--- src/rtl/wps_pkg.sv ---
package wps_pkg;
  typedef struct packed {
    logic       srwd;
    logic [1:0] bp;
    logic       wel;
  } wps_state_t;

  localparam logic [1:0] BP_OPEN    = 2'b00;
  localparam logic [1:0] BP_QUARTER = 2'b01;
  localparam logic [1:0] BP_HALF    = 2'b10;
  localparam logic [1:0] BP_ALL     = 2'b11;

  function automatic logic [7:0] pack_status(input wps_state_t s);
    return {s.srwd, 3'b000, s.bp, s.wel, 1'b0};
  endfunction
endpackage

--- src/rtl/wps_sync.sv ---
module wps_sync #(
  parameter int   STAGES  = 2,
  parameter logic RST_VAL = 1'b1
) (
  input  logic clk,
  input  logic rst_n,
  input  logic d,
  output logic q
);
  logic [STAGES-1:0] chain;

  generate
    if (STAGES == 1) begin : g_one
      always_ff @(posedge clk or negedge rst_n)
        if (!rst_n) chain <= RST_VAL;
        else        chain <= d;
    end else begin : g_many
      always_ff @(posedge clk or negedge rst_n)
        if (!rst_n) chain <= {STAGES{RST_VAL}};
        else        chain <= {chain[STAGES-2:0], d};
    end
  endgenerate

  assign q = chain[STAGES-1];
endmodule

--- src/rtl/wps_region.sv ---
module wps_region
  import wps_pkg::*;
#(
  parameter int AW = 12
) (
  input  logic [1:0]    bp,
  input  logic [AW-1:0] addr,
  output logic          hit
);
  localparam int TOP = AW - 1;

  logic in_upper_half, in_upper_quarter;

  assign in_upper_half    = addr[TOP];
  assign in_upper_quarter = addr[TOP] & addr[TOP-1];

  always_comb begin
    unique case (bp)
      BP_OPEN:    hit = 1'b0;
      BP_QUARTER: hit = in_upper_quarter;
      BP_HALF:    hit = in_upper_half;
      default:    hit = 1'b1;
    endcase
  end
endmodule

--- src/rtl/wps_status.sv ---
module wps_status
  import wps_pkg::*;
(
  input  logic       clk,
  input  logic       rst_n,
  input  logic       set_en,
  input  logic       clr_en,
  input  logic       load,
  input  logic [7:0] din,
  input  logic       arm,
  input  logic       cs_rise,
  output wps_state_t st
);
  logic armed;
  logic unused_din;

  assign unused_din = &{1'b0, din[6:4], din[1:0]};

  always_ff @(posedge clk or negedge rst_n) begin
    if (!rst_n) begin
      st    <= '0;
      armed <= 1'b0;
    end else begin
      if (load) begin
        st.srwd <= din[7];
        st.bp   <= din[3:2];
      end
      if (clr_en)                        st.wel <= 1'b0;
      else if (set_en)                   st.wel <= 1'b1;
      else if (cs_rise && (armed || arm)) st.wel <= 1'b0;
      armed <= cs_rise ? 1'b0 : (armed | arm);
    end
  end
endmodule

--- src/rtl/wps_unit.sv ---
module wps_unit
  import wps_pkg::*;
#(
  parameter int AW        = 12,
  parameter int WP_STAGES = 2
) (
  input  logic          clk,
  input  logic          rst_n,
  input  logic          cmd_wren,
  input  logic          cmd_wrdi,
  input  logic          cmd_wrsr,
  input  logic [7:0]    wrsr_data,
  input  logic          wr_req,
  input  logic [AW-1:0] wr_addr,
  input  logic          cs_rise,
  input  logic          wp_n,
  output logic [7:0]    status_byte,
  output logic          wr_grant
);
  wps_state_t st;
  logic wp_n_s, hw_lock, wrsr_take, arm_now, in_range;

  wps_sync #(.STAGES(WP_STAGES), .RST_VAL(1'b1)) u_wp_sync (
    .clk(clk), .rst_n(rst_n), .d(wp_n), .q(wp_n_s)
  );

  wps_region #(.AW(AW)) u_region (
    .bp(st.bp), .addr(wr_addr), .hit(in_range)
  );

  assign hw_lock   = st.srwd & ~wp_n_s;
  assign wrsr_take = cmd_wrsr & st.wel & ~hw_lock;
  assign arm_now   = (cmd_wrsr | wr_req) & st.wel;

  wps_status u_status (
    .clk(clk), .rst_n(rst_n),
    .set_en(cmd_wren), .clr_en(cmd_wrdi),
    .load(wrsr_take), .din(wrsr_data),
    .arm(arm_now), .cs_rise(cs_rise),
    .st(st)
  );

  assign status_byte = pack_status(st);
  assign wr_grant    = wr_req & st.wel & ~in_range;
endmodule

--- config.mk ---
export PLATFORM = sky130hd
export DESIGN_NAME = wps_unit
export DESIGN_NICKNAME = d
export VERILOG_FILES = /design/src/rtl/wps_pkg.sv /design/src/rtl/wps_sync.sv /design/src/rtl/wps_region.sv /design/src/rtl/wps_status.sv /design/src/rtl/wps_unit.sv
export SDC_FILE = /design/constraint.sdc
export NUM_CORES = 1
export LEC_CHECK = 0
export CAP_MARGIN = 20
export CORE_AREA = 3 3 40 42
export CTS_BUF_LIST = sky130_fd_sc_hd__clkbuf_16
export CTS_CLUSTER_DIAMETER = 120
export DETAILED_ROUTE_END_ITERATION = 10
export DIE_AREA = 0 0 43 45
export PLACE_DENSITY = 0.68
export SLEW_MARGIN = 20
export SYNTH_ARGS = -nofsm -noshare
export SYNTH_HDL_FRONTEND = slang
export SYNTH_SLANG_ARGS = --single-unit
--- constraint.sdc ---
create_clock -name clk -period 2.1 [get_ports clk]
set_input_delay 0.315 -clock clk [delete_from_list [all_inputs] [get_ports clk]]
set_output_delay 0.315 -clock clk [all_outputs]
set_load 0.005 [all_outputs]
==> impl_summary.log, run 1 <==
INFO  metric cts-buffers-inserted = 3
INFO  metric die_width = 43 um
INFO  metric placed_cells_incl_taps = 59
INFO  metric maxSlewViolCount = 0
INFO  metric core.rowCount = 13
INFO  metric design.die.area = roughly 0.0019 mm2
INFO  metric critPathSlowestCell = clkdlybuf4s50_1
INFO  metric tritoncts = done
INFO  metric port_buffers = 17
INFO  metric start_util = 0.2454
INFO  metric synth.cell_area = between 300 and 400 um2
INFO  metric timing_hold_violations_final = 0
INFO  metric final_wirelength = 722 um
INFO  metric synth_warnings = 0
INFO  metric finished_cell_area = between 500 and 600 um2
INFO  metric yosysUniqueCellTypes = 16
INFO  metric core_area = 0.001285 mm2
INFO  metric grt_antenna_before_repair = 0
INFO  metric fin_setup_tns = 0 ns
INFO  metric vdd_ir_drop_max = approximately 400 uV
INFO  metric fin_crit = approximately 1.7 ns
INFO  metric vias = between 200 and 300
INFO  metric yosysSeqAreaShare = 0.5635
INFO  metric grtUsageTotal = 0.08663
INFO  metric syn2layout_area_growth = 79.76%
INFO  metric syn_avg_cell_area = 11.26 um2
INFO  metric drt_drc_violations_left = 0
INFO  metric ant_nets = 0
INFO  metric postSynthCellCount = 28
INFO  metric setup.worst_path.class = in -> out
INFO  metric dpl.hpwl = ~550 um
INFO  metric rsz0062_at_grt = false
INFO  metric leakagePower = roughly 0.26 nW
INFO  metric end_kind = output pin
INFO  metric drt-vias-per-instance = about 4.4
INFO  metric top_level_ports = 37
INFO  metric maxCapViolations = 0
INFO  metric clkSinkCount = 7
INFO  metric worst_clock_skew = approximately 0.00037 ns
INFO  metric cts_buffer_depth = 2
INFO  metric ys_ff_latch = 7
INFO  metric drt-wirelength-per-cell = between 10 and 15 um
INFO  metric finish.cell_count_without_fillers = 63
INFO  metric htree_levels = 1
INFO  metric overflow = 0
INFO  metric drive_above_1_share = 0.1667
INFO  metric worst-path-max-fanout = 2
INFO  metric clk-insertion-delay-late = about 0.23 ns
INFO  metric via_count_of_the_first_global_routing_pass = roughly 320
INFO  metric holdCritPathClass = in -> async
INFO  metric achievable-frequency = ~600 MHz
INFO  metric final_min_period_over_clock_period = 0.7988
INFO  metric setup_viol_count_final = 0
INFO  metric p_per_area = between 1000 and 1500 mW/mm2
INFO  metric post_cts.repair.setup_buffers = 0
INFO  metric layout.nets = 77
INFO  metric critPathMaxStageDelay = ~0.42 ns
INFO  metric first_pass_grt_wire_length = approximately 1.2 mm
INFO  metric fin_util = 0.4411
INFO  metric power = around 0.00058 W
INFO  metric run_status = complete, no violations
INFO  metric routabilityCongestion = 0.5824
INFO  metric grt_start_max_net_pins = 8
INFO  metric critPathRequiredTime = 1.78 ns
INFO  metric cts-root-buf = clkbuf_16
INFO  metric n_antenna_cell = 0
INFO  metric critPathArrivalTime = ~1.4 ns
INFO  metric drtPass1Iterations = 2
INFO  metric die-height = roughly 45 um
INFO  metric worst-path-buf-inv = 2
INFO  metric post_dp_cell_area = around 490 um2
INFO  metric critical_path.cell_chain = clkdlybuf4s50_1 -> a21o_1 -> a221oi_1 -> dlymetal6s2s_1
INFO  metric path_delay_family = buffers and inverters
INFO  metric cts.reportedPaths.clkPinSlew = 0.04 ns
INFO  metric critPathLaunchType = primary input
INFO  metric initial_detailed_routing_violation_count = 3
[power by group]
part           internal [W]  total (W)  switching [W]
Clock              0.000247   0.000314      0.0000671
Sequential         0.000156   0.000173      0.0000164
Combinational     0.0000635  0.0000896      0.0000261
Total              0.000467   0.000576       0.000110
[cells by family after synthesis]
logic type,synth area share
compound gates,0.1826
buf+inv,0.1191
flops,0.5635
mux,0.07142
other cells,0.01189
simple gates,0.05157
[metal layers]
metal,wire length (um),track usage,share of wire,up-vias
met5,0,0,0,-
met4,14,0.1145,0.019,0
met3,62,0.04382,0.086,2
met2,391,0.1257,0.54,11
met1,255,0.07692,0.35,136
li1,-,-,-,129
[cells in the final DEF, fill, tap and decap left out]
cell type and count:
a21o_1 1, a21oi_1 2, a21oi_2 1, a221oi_1 1
a32o_1 1, clkbuf_16 3, clkdlybuf4s50_1 16, conb_1 4
dfrtp_1 5, dfstp_2 2, dlymetal6s2s_1 1, inv_1 3
mux2_2 2, nand2_1 2, nand3_1 1, nor2_1 1
o21ai_0 1, o31ai_1 1
[through the flow]
step | hold slack (ns) | setup WS (ns)
detailed placement | 0.3481 | 0.08414
global placement | 0.3455 | 0.07512
CTS | 0.3530 | 0.009204
finish | 0.3407 | 0.4224
global route | 0.3579 | 0.3656
floorplan | 0.01941 | 0.9525
[worst paths after layout]
path | slack, ns | to | startpoint | cells past startpoint
setup / recovery | 0.42 | wr_grant | wr_addr[11] | 4
max in group asynchronous | 1.48 | u_wp_sync.chain[0] | rst_n | 1
hold / removal | 0.34 | u_status.st[3] | rst_n | 1
setup reg to reg | 0.90 | u_status.st[1] | u_wp_sync.chain[1] | 3
min in group clk | 0.35 | u_wp_sync.chain[1] | u_wp_sync.chain[0] | 0
hold reg to reg | 0.35 | u_wp_sync.chain[1] | u_wp_sync.chain[0] | 0
[registers in the layout, indices dropped and copies added (netlist names)]
register	flops
u_status.armed	1
u_status.st	4
u_wp_sync.chain	2
[worst register-to-register path, cell delays in order, from the launching register on]
cell and delay [ns]:
dfstp_2 0.52, inv_1 0.05, a21oi_2 0.16, mux2_2 0.34
[area by class of cell]
type	count	area, um2
Timing Repair Buffer	17	172.7
Fill cell	127	718.2
Clock buffer	3	75.07
Clock inverter	1	3.754
Sequential cell	7	177.7
Inverter	2	7.507
Multi-Input combinational cell	18	111.4
Tap cell	15	18.77
[timing repair]
item | in CTS | in global routing
endpoints found under the setup margin | 0 | 1
gates resized for setup | 0 | 1
hold buffers | 0 | 0
[cells in the mapped netlist (all sizes together)]
cell | count | area share
a21o | 1 | 0.024
a21oi | 3 | 0.060
a221oi | 1 | 0.028
a32o | 1 | 0.032
buf | 4 | 0.095
conb | 1 | 0.012
dfrtp | 5 | 0.40
dfstp | 2 | 0.17
inv | 2 | 0.024
mux2 | 2 | 0.071
nand2 | 2 | 0.024
nand3 | 1 | 0.016
nor2 | 1 | 0.012
o21ai | 1 | 0.016
o31ai | 1 | 0.024
No activity file was read; power rests on OpenSTA's default activity.
==> run 2: changes to the inputs <==
clock period = 1.6 ns   (was 2.1 ns; I/O delays follow)
==> run 2 against run 1 <==
Clock-buffer cell count is the same. Clock power grew 32%. Sequential cell count unchanged. Highest routed layer unchanged. Non-clock buffer count rose by 2. Utilization is 0.58 points higher. Die area stayed put. Register-to-register slack got worse by 0.50 ns. Critical path depth unchanged. Power up 32%. Worst hold slack worse by 0.078 ns.
==> impl_summary.log, run 2 (synthesis results as in run 1) <==
INFO  metric largest-register = u_status.st
INFO  metric critPathArrivalTime = 1.23 ns (-0.13 ns)
INFO  metric vias = 263 (-5.4%)
INFO  metric n_antenna_cell = 0 (unchanged)
INFO  metric tritoncts = done
INFO  metric first_pass_grt_wire_length = 1.041 mm (-11%)
INFO  metric final_min_period_over_clock_period = 0.9195
INFO  metric drive_above_1_share = 0.2200 (+0.05333)
INFO  metric reg_to_reg_critical_path_endpoint = u_status.st[1]
INFO  metric die-height = 45 um (unchanged)
INFO  metric layout_common_cells = clkdlybuf4s50_1 (16), dfrtp_1 (5), conb_1 (4)
INFO  metric via_count_of_the_first_global_routing_pass = 267 (-15%)
INFO  metric design.die.area = 0.001935 mm2 (unchanged)
INFO  metric grt_start_max_net_pins = 8 (unchanged)
INFO  metric worst-path-buf-inv = 2 (unchanged)
INFO  metric grtUsageTotal = 0.08003 (-0.006594)
INFO  metric finished_cell_area = 574.3 um2 (+1.3%)
INFO  metric final.hold.worst_slack = 0.2629 ns (-0.07789 ns)
INFO  metric run_status = complete, no violations
INFO  metric end_kind = output pin
INFO  metric leakagePower = 0.2524 nW (-2.4%)
INFO  metric overflow = 0 (unchanged)
INFO  metric fin_crit = 1.471 ns
INFO  metric achievable-frequency = ~680 MHz
INFO  metric maxSlewViolCount = 0 (unchanged)
INFO  metric cts_buffer_depth = 2 (unchanged)
INFO  metric routabilityCongestion = 0.6057 (+4.0%)
INFO  metric p_per_area = 1325 mW/mm2 (+30%)
INFO  metric layout.nets = 79 (+2.6%)
INFO  metric fin_worst_setup_slack = 0.1288 ns (-0.2936 ns)
INFO  metric drt_drc_violations_left = 0 (unchanged)
INFO  metric setup.worst_path.class = in -> out
INFO  metric critPathSlowestCell = clkdlybuf4s50_1
INFO  metric cts-root-buf = clkbuf_16
INFO  metric clk-insertion-delay-late = 0.23 ns (about the same)
INFO  metric top_level_ports = 37 (unchanged)
INFO  metric critPathMaxStageDelay = 0.42 ns (about the same)
INFO  metric syn2layout_area_growth = 82.14%
INFO  metric path_delay_family = buffers and inverters
INFO  metric start_util = 0.2454 (unchanged)
INFO  metric setup_viol_count_final = 0 (unchanged)
INFO  metric ant_nets = 0 (unchanged)
INFO  metric core_area = 0.001285 mm2 (unchanged)
INFO  metric final_wirelength = 673 um (-6.8%)
INFO  metric maxCapViolations = 0 (unchanged)
INFO  metric worst_clock_skew = 0.0006269 ns (+0.0002575 ns)
INFO  metric setup.reg_to_reg.worst_slack = 0.40 ns (-0.50 ns)
INFO  metric vdd_ir_drop_max = 567.7 uV (+42%)
INFO  metric critPathRequiredTime = 1.36 ns (-0.42 ns)
INFO  metric worst-path-max-fanout = 2 (unchanged)
INFO  metric cts.reportedPaths.clkPinSlew = 0.04 ns (about the same)
INFO  metric post_dp_cell_area = 500.5 um2 (+3.1%)
INFO  metric drtPass1Iterations = 4 (+2)
INFO  metric htree_levels = 1 (unchanged)
INFO  metric critPathLaunchType = primary input
INFO  metric port_buffers = 17 (unchanged)
INFO  metric drt-wirelength-per-cell = 10.35 um (-9.7%)
INFO  metric clkSinkCount = 7 (unchanged)
INFO  metric drt-vias-per-instance = 4.046 (-8.3%)
INFO  metric initial_detailed_routing_violation_count = 2 (-1)
INFO  metric fin_setup_tns = 0 ns (unchanged)
INFO  metric critical_path.cell_chain = clkdlybuf4s50_1 -> a21o_1 -> a221oi_1 -> clkbuf_2
INFO  metric ff2ff_path_depth = 3 (unchanged)
INFO  metric rsz0062_at_grt = false
INFO  metric timing_hold_violations_final = 0 (unchanged)
INFO  metric cts_hold_buffers = 0 (unchanged)
INFO  metric cts-buffers-inserted = 3 (unchanged)
INFO  metric die_width = 43 um (unchanged)
INFO  metric largest_register_ffs = 4 (unchanged)
INFO  metric holdCritPathClass = in -> async
INFO  metric core.rowCount = 13 (unchanged)
INFO  metric worst_r2r_startpoint = u_wp_sync.chain[1]
INFO  metric reg.largest.list = u_status.st (4), u_wp_sync.chain (2), u_status.armed (1)
INFO  metric preCtsSetupSlack = -0.2693 ns (-0.3534 ns)
INFO  metric grt_antenna_before_repair = 0 (unchanged)
INFO  metric mostFrequentLayoutCell = clkdlybuf4s50_1
run 2: changes by cell type in the layout (fill, tap and decap cells not counted), sizes merged:
cell / before / now
clkbuf: 3 / 4
buf: 0 / 2
dlymetal6s2s: 1 / 0
run 2: worst max path at each step:
stage	startpoint	end	cells after the start
6_report	wr_addr[11]	wr_grant	4
5_1_grt	wr_addr[11]	wr_grant	4
4_1_cts	wr_addr[11]	wr_grant	4
3_5_place_dp	wr_addr[11]	wr_grant	4
3_3_place_gp	wr_addr[11]	wr_grant	4
2_1_floorplan	u_wp_sync.chain[1]	u_status.st[1]	3
run 2: power breakdown:
| part | leakage (nW) | switching [W] | internal [W] |
|---|---|---|---|
| registers | 0.0822 | 0.0000185 | 0.000205 |
| logic | 0.128 | 0.0000358 | 0.0000858 |
| clock network | 0.0423 | 0.0000916 | 0.000325 |
run 2: what timing repair did:
action                                  4_1_cts  5_1_grt
hold endpoints to repair                      0        0
gates resized for setup                       1        2
setup buffers                                 0        0
endpoints found under the setup margin        1        1
run 2: per-layer routing:
layer | GRT usage | wire (um) | up-vias
met5 | 0 | 0 | -
met4 | 0.1084 | 29 | 0
met3 | 0.02390 | 52 | 2
met2 | 0.1228 | 343 | 11
met1 | 0.07481 | 248 | 117
li1 | - | - | 133
run 2: cell type report:
cell class / instances / area [um2]
fillers: 131 / 710.7
repair buffers: 19 / 180.2
flip-flops and latches: 7 / 177.7
multi-input cells: 18 / 111.4
clock buffers: 3 / 75.07
well taps: 15 / 18.77
inverters: 2 / 7.507
clock inverters: 1 / 3.754
run 2: per-stage QoR:
stage,util,cells,total power (W)
4_1_cts,0.4499,65,0.0007748
3_3_place_gp,0.3895,61,0.0003487
5_1_grt,0.4469,65,0.0007928
2_1_floorplan,-,31,0.0002677
3_5_place_dp,0.3895,61,0.0003508
6_report,0.4469,65,0.0007612
run 2: worst reg2reg max path, cell delays in order, from the launching register on:
cell and delay, ns:
dfstp_2 0.52, inv_1 0.04, a21oi_2 0.17, mux2_2 0.35
==> run 3: changes to the inputs <==
clock period = 1.7 ns   (was 1.6 ns; I/O delays follow)
==> run 3 against run 2 <==
Non-clock buffer count shrank 1. Highest routed layer is now met3. Largest power group unchanged. Sequential cell count is the same. Via count grew 5.7%.
==> impl_summary.log, run 3 (synthesis results as in run 1) <==
INFO  metric run_status = complete, no violations
INFO  metric power = 0.0007112 W (-6.6%)
INFO  metric critical_path.cell_chain = clkdlybuf4s50_1 -> a21o_1 -> a221oi_1 -> dlygate4sd2_1
INFO  metric critPathRequiredTime = 1.44 ns (+0.08 ns)
INFO  metric clk-insertion-delay-late = 0.23 ns (about the same)
INFO  metric share_comb_of_total_power = 0.160 (about the same)
INFO  metric vdd_ir_drop_max = 452.0 uV (-20%)
INFO  metric cts-root-buf = clkbuf_16
INFO  metric largest-register = u_status.st
INFO  metric layout_common_cells = clkdlybuf4s50_1 (16), dfrtp_1 (5), conb_1 (4)
INFO  metric end_kind = output pin
INFO  metric die_width = 43 um (unchanged)
INFO  metric critPathSlowestCell = clkdlybuf4s50_1
INFO  metric maxCapViolations = 0 (unchanged)
INFO  metric top_level_ports = 37 (unchanged)
INFO  metric via_count_of_the_first_global_routing_pass = 291 (+9.0%)
INFO  metric final.hold.worst_slack = 0.2847 ns (+0.02189 ns)
INFO  metric worst-path-buf-inv = 2 (unchanged)
INFO  metric core.rowCount = 13 (unchanged)
INFO  metric setup.worst_path.class = in -> out
INFO  metric p_per_area = 1246 mW/mm2 (-6.0%)
INFO  metric cts_hold_buffers = 0 (unchanged)
INFO  metric n_antenna_cell = 0 (unchanged)
INFO  metric critPathMaxStageDelay = 0.42 ns (about the same)
INFO  metric drtPass1Iterations = 1 (-3)
INFO  metric share_clk_of_total_power = 0.543 (-0.004)
INFO  metric drive_above_1_share = 0.1837 (-0.03633)
INFO  metric cts-buffers-inserted = 3 (unchanged)
INFO  metric port_buffers = 17 (unchanged)
INFO  metric worst-path-max-fanout = 2 (unchanged)
INFO  metric detailroute.wirelength.met2 = 367 um (+7.0%)
INFO  metric grtUsageTotal = 0.08249 (+0.002458)
INFO  metric start_util = 0.2454 (unchanged)
INFO  metric drt-wirelength-per-cell = 10.73 um (+3.7%)
INFO  metric rsz0062_at_grt = false
INFO  metric achievable-frequency = about 620 MHz
INFO  metric fin_crit = 1.607 ns
INFO  metric core_area = 0.001285 mm2 (unchanged)
INFO  metric ant_nets = 0 (unchanged)
INFO  metric cts_buffer_depth = 2 (unchanged)
INFO  metric maxSlewViolCount = 0 (unchanged)
INFO  metric routabilityCongestion = 0.5704 (-5.8%)
INFO  metric switching_power = 0.0001333 W (-8.6%)
INFO  metric sequential_share_of_power = 0.296 (+0.002)
INFO  metric power.share.switching = 0.1874 (-0.004144)
INFO  metric final_wirelength = 687 um (+2.1%)
INFO  metric layout.nets = 78 (-1.3%)
INFO  metric path_delay_family = buffers and inverters
INFO  metric met1Wirelength = 264 um (+6.5%)
INFO  metric htree_levels = 1 (unchanged)
INFO  metric drt_drc_violations_left = 0 (unchanged)
INFO  metric final_min_period_over_clock_period = 0.9451
INFO  metric cts.reportedPaths.clkPinSlew = 0.04 ns (about the same)
INFO  metric overflow = 0 (unchanged)
INFO  metric tritoncts = done
INFO  metric worst_clock_skew = 0.0009739 ns (+0.0003469 ns)
INFO  metric grt_start_max_net_pins = 8 (unchanged)
INFO  metric mostFrequentLayoutCell = clkdlybuf4s50_1
INFO  metric timing_hold_violations_final = 0 (unchanged)
INFO  metric post_cts.repair.setup_buffers = 0 (unchanged)
INFO  metric drt-vias-per-instance = 4.344 (+7.4%)
INFO  metric design.die.area = 0.001935 mm2 (unchanged)
INFO  metric first_pass_grt_wire_length = 1.110 mm (+6.6%)
INFO  metric leakagePower = 0.2508 nW (-0.64%)
INFO  metric initial_detailed_routing_violation_count = 0 (-2)
INFO  metric holdCritPathClass = in -> async
INFO  metric vias = 278 (+5.7%)
INFO  metric grt_antenna_before_repair = 0 (unchanged)
INFO  metric critPathLaunchType = primary input
INFO  metric critPathArrivalTime = 1.35 ns (+0.12 ns)
INFO  metric reg.largest.list = u_status.st (4), u_wp_sync.chain (2), u_status.armed (1)
INFO  metric syn2layout_area_growth = 80.95%
INFO  metric setup_viol_count_final = 0 (unchanged)
INFO  metric largest_register_ffs = 4 (unchanged)
INFO  metric routed-wl-met3 = 54 um (+3.8%)
INFO  metric die-height = 45 um (unchanged)
INFO  metric clkSinkCount = 7 (unchanged)
INFO  metric cts.repair.resized = 1 (unchanged)
INFO  metric intPower = 0.0005779 W (-6.1%)
INFO  metric route.top_layer_used = met3
INFO  metric dpl.hpwl = between 500 and 600 um
## run 3: cell count changes in the layout (fill, tap and decap cells not counted), sizes merged
cell,before,now
buf,2,1
clkbuf,4,3
dlygate4sd2,0,1
## run 3: worst register-to-register path: cells and delay by family (launching register included)
family | cells | cell delay [ns]
AOI/OAI and AO/OA | 1 | 0.17
buffers and inverters | 1 | 0.04
DFF | 1 | 0.52
muxes | 1 | 0.35
## run 3: metal layers
metal	vias to the layer above	global-route usage
met5	-	0
met4	0	0.07229
met3	0	0.03586
met2	9	0.1407
met1	136	0.07463
li1	133	-
## run 3: through the flow
stage          setup WS [ns]  instance area, um2  setup TNS (ns)  std cells  utilization
3_5_place_dp         -0.2051               493.0         -0.2051         60       0.3836
5_1_grt              0.01046               570.5               0         64       0.4440
6_report             0.09326               570.5               0         64       0.4440
3_3_place_gp         -0.1990               493.0         -0.1990         60       0.3836
4_1_cts              0.07566               570.5               0         64       0.4440
2_1_floorplan         0.5525               326.6               0         31            -
## run 3: final timing paths
check                                    from                  to  slack, ns  cells past startpoint
max in group asynchronous               rst_n  u_wp_sync.chain[1]       1.13                      1
max                               wr_addr[11]            wr_grant       0.09                      4
max reg2reg                u_wp_sync.chain[1]      u_status.st[2]       0.49                      3
min in group clk           u_wp_sync.chain[0]  u_wp_sync.chain[1]       0.35                      0
min                                     rst_n      u_status.st[0]       0.28                      1
min reg2reg                u_wp_sync.chain[0]  u_wp_sync.chain[1]       0.35                      0
## run 3: layout make-up
class / instances / area, um2
clock buffers: 3 / 75.07
well taps: 15 / 18.77
clock inverters: 1 / 3.754
repair buffers: 18 / 176.4
multi-input cells: 18 / 111.4
flip-flops and latches: 7 / 177.7
inverters: 2 / 7.507
fillers: 134 / 714.4
## run 3: power groups by stage
stage	Combinational (W)	Clock (W)	Sequential, W
floorplan	0.0000381	0	0.000214
global placement	0.000114	0	0.000212
detailed placement	0.000116	0	0.000212
CTS	0.000116	0.000394	0.000211
global route	0.000124	0.000405	0.000215
finish	0.000114	0.000386	0.000211
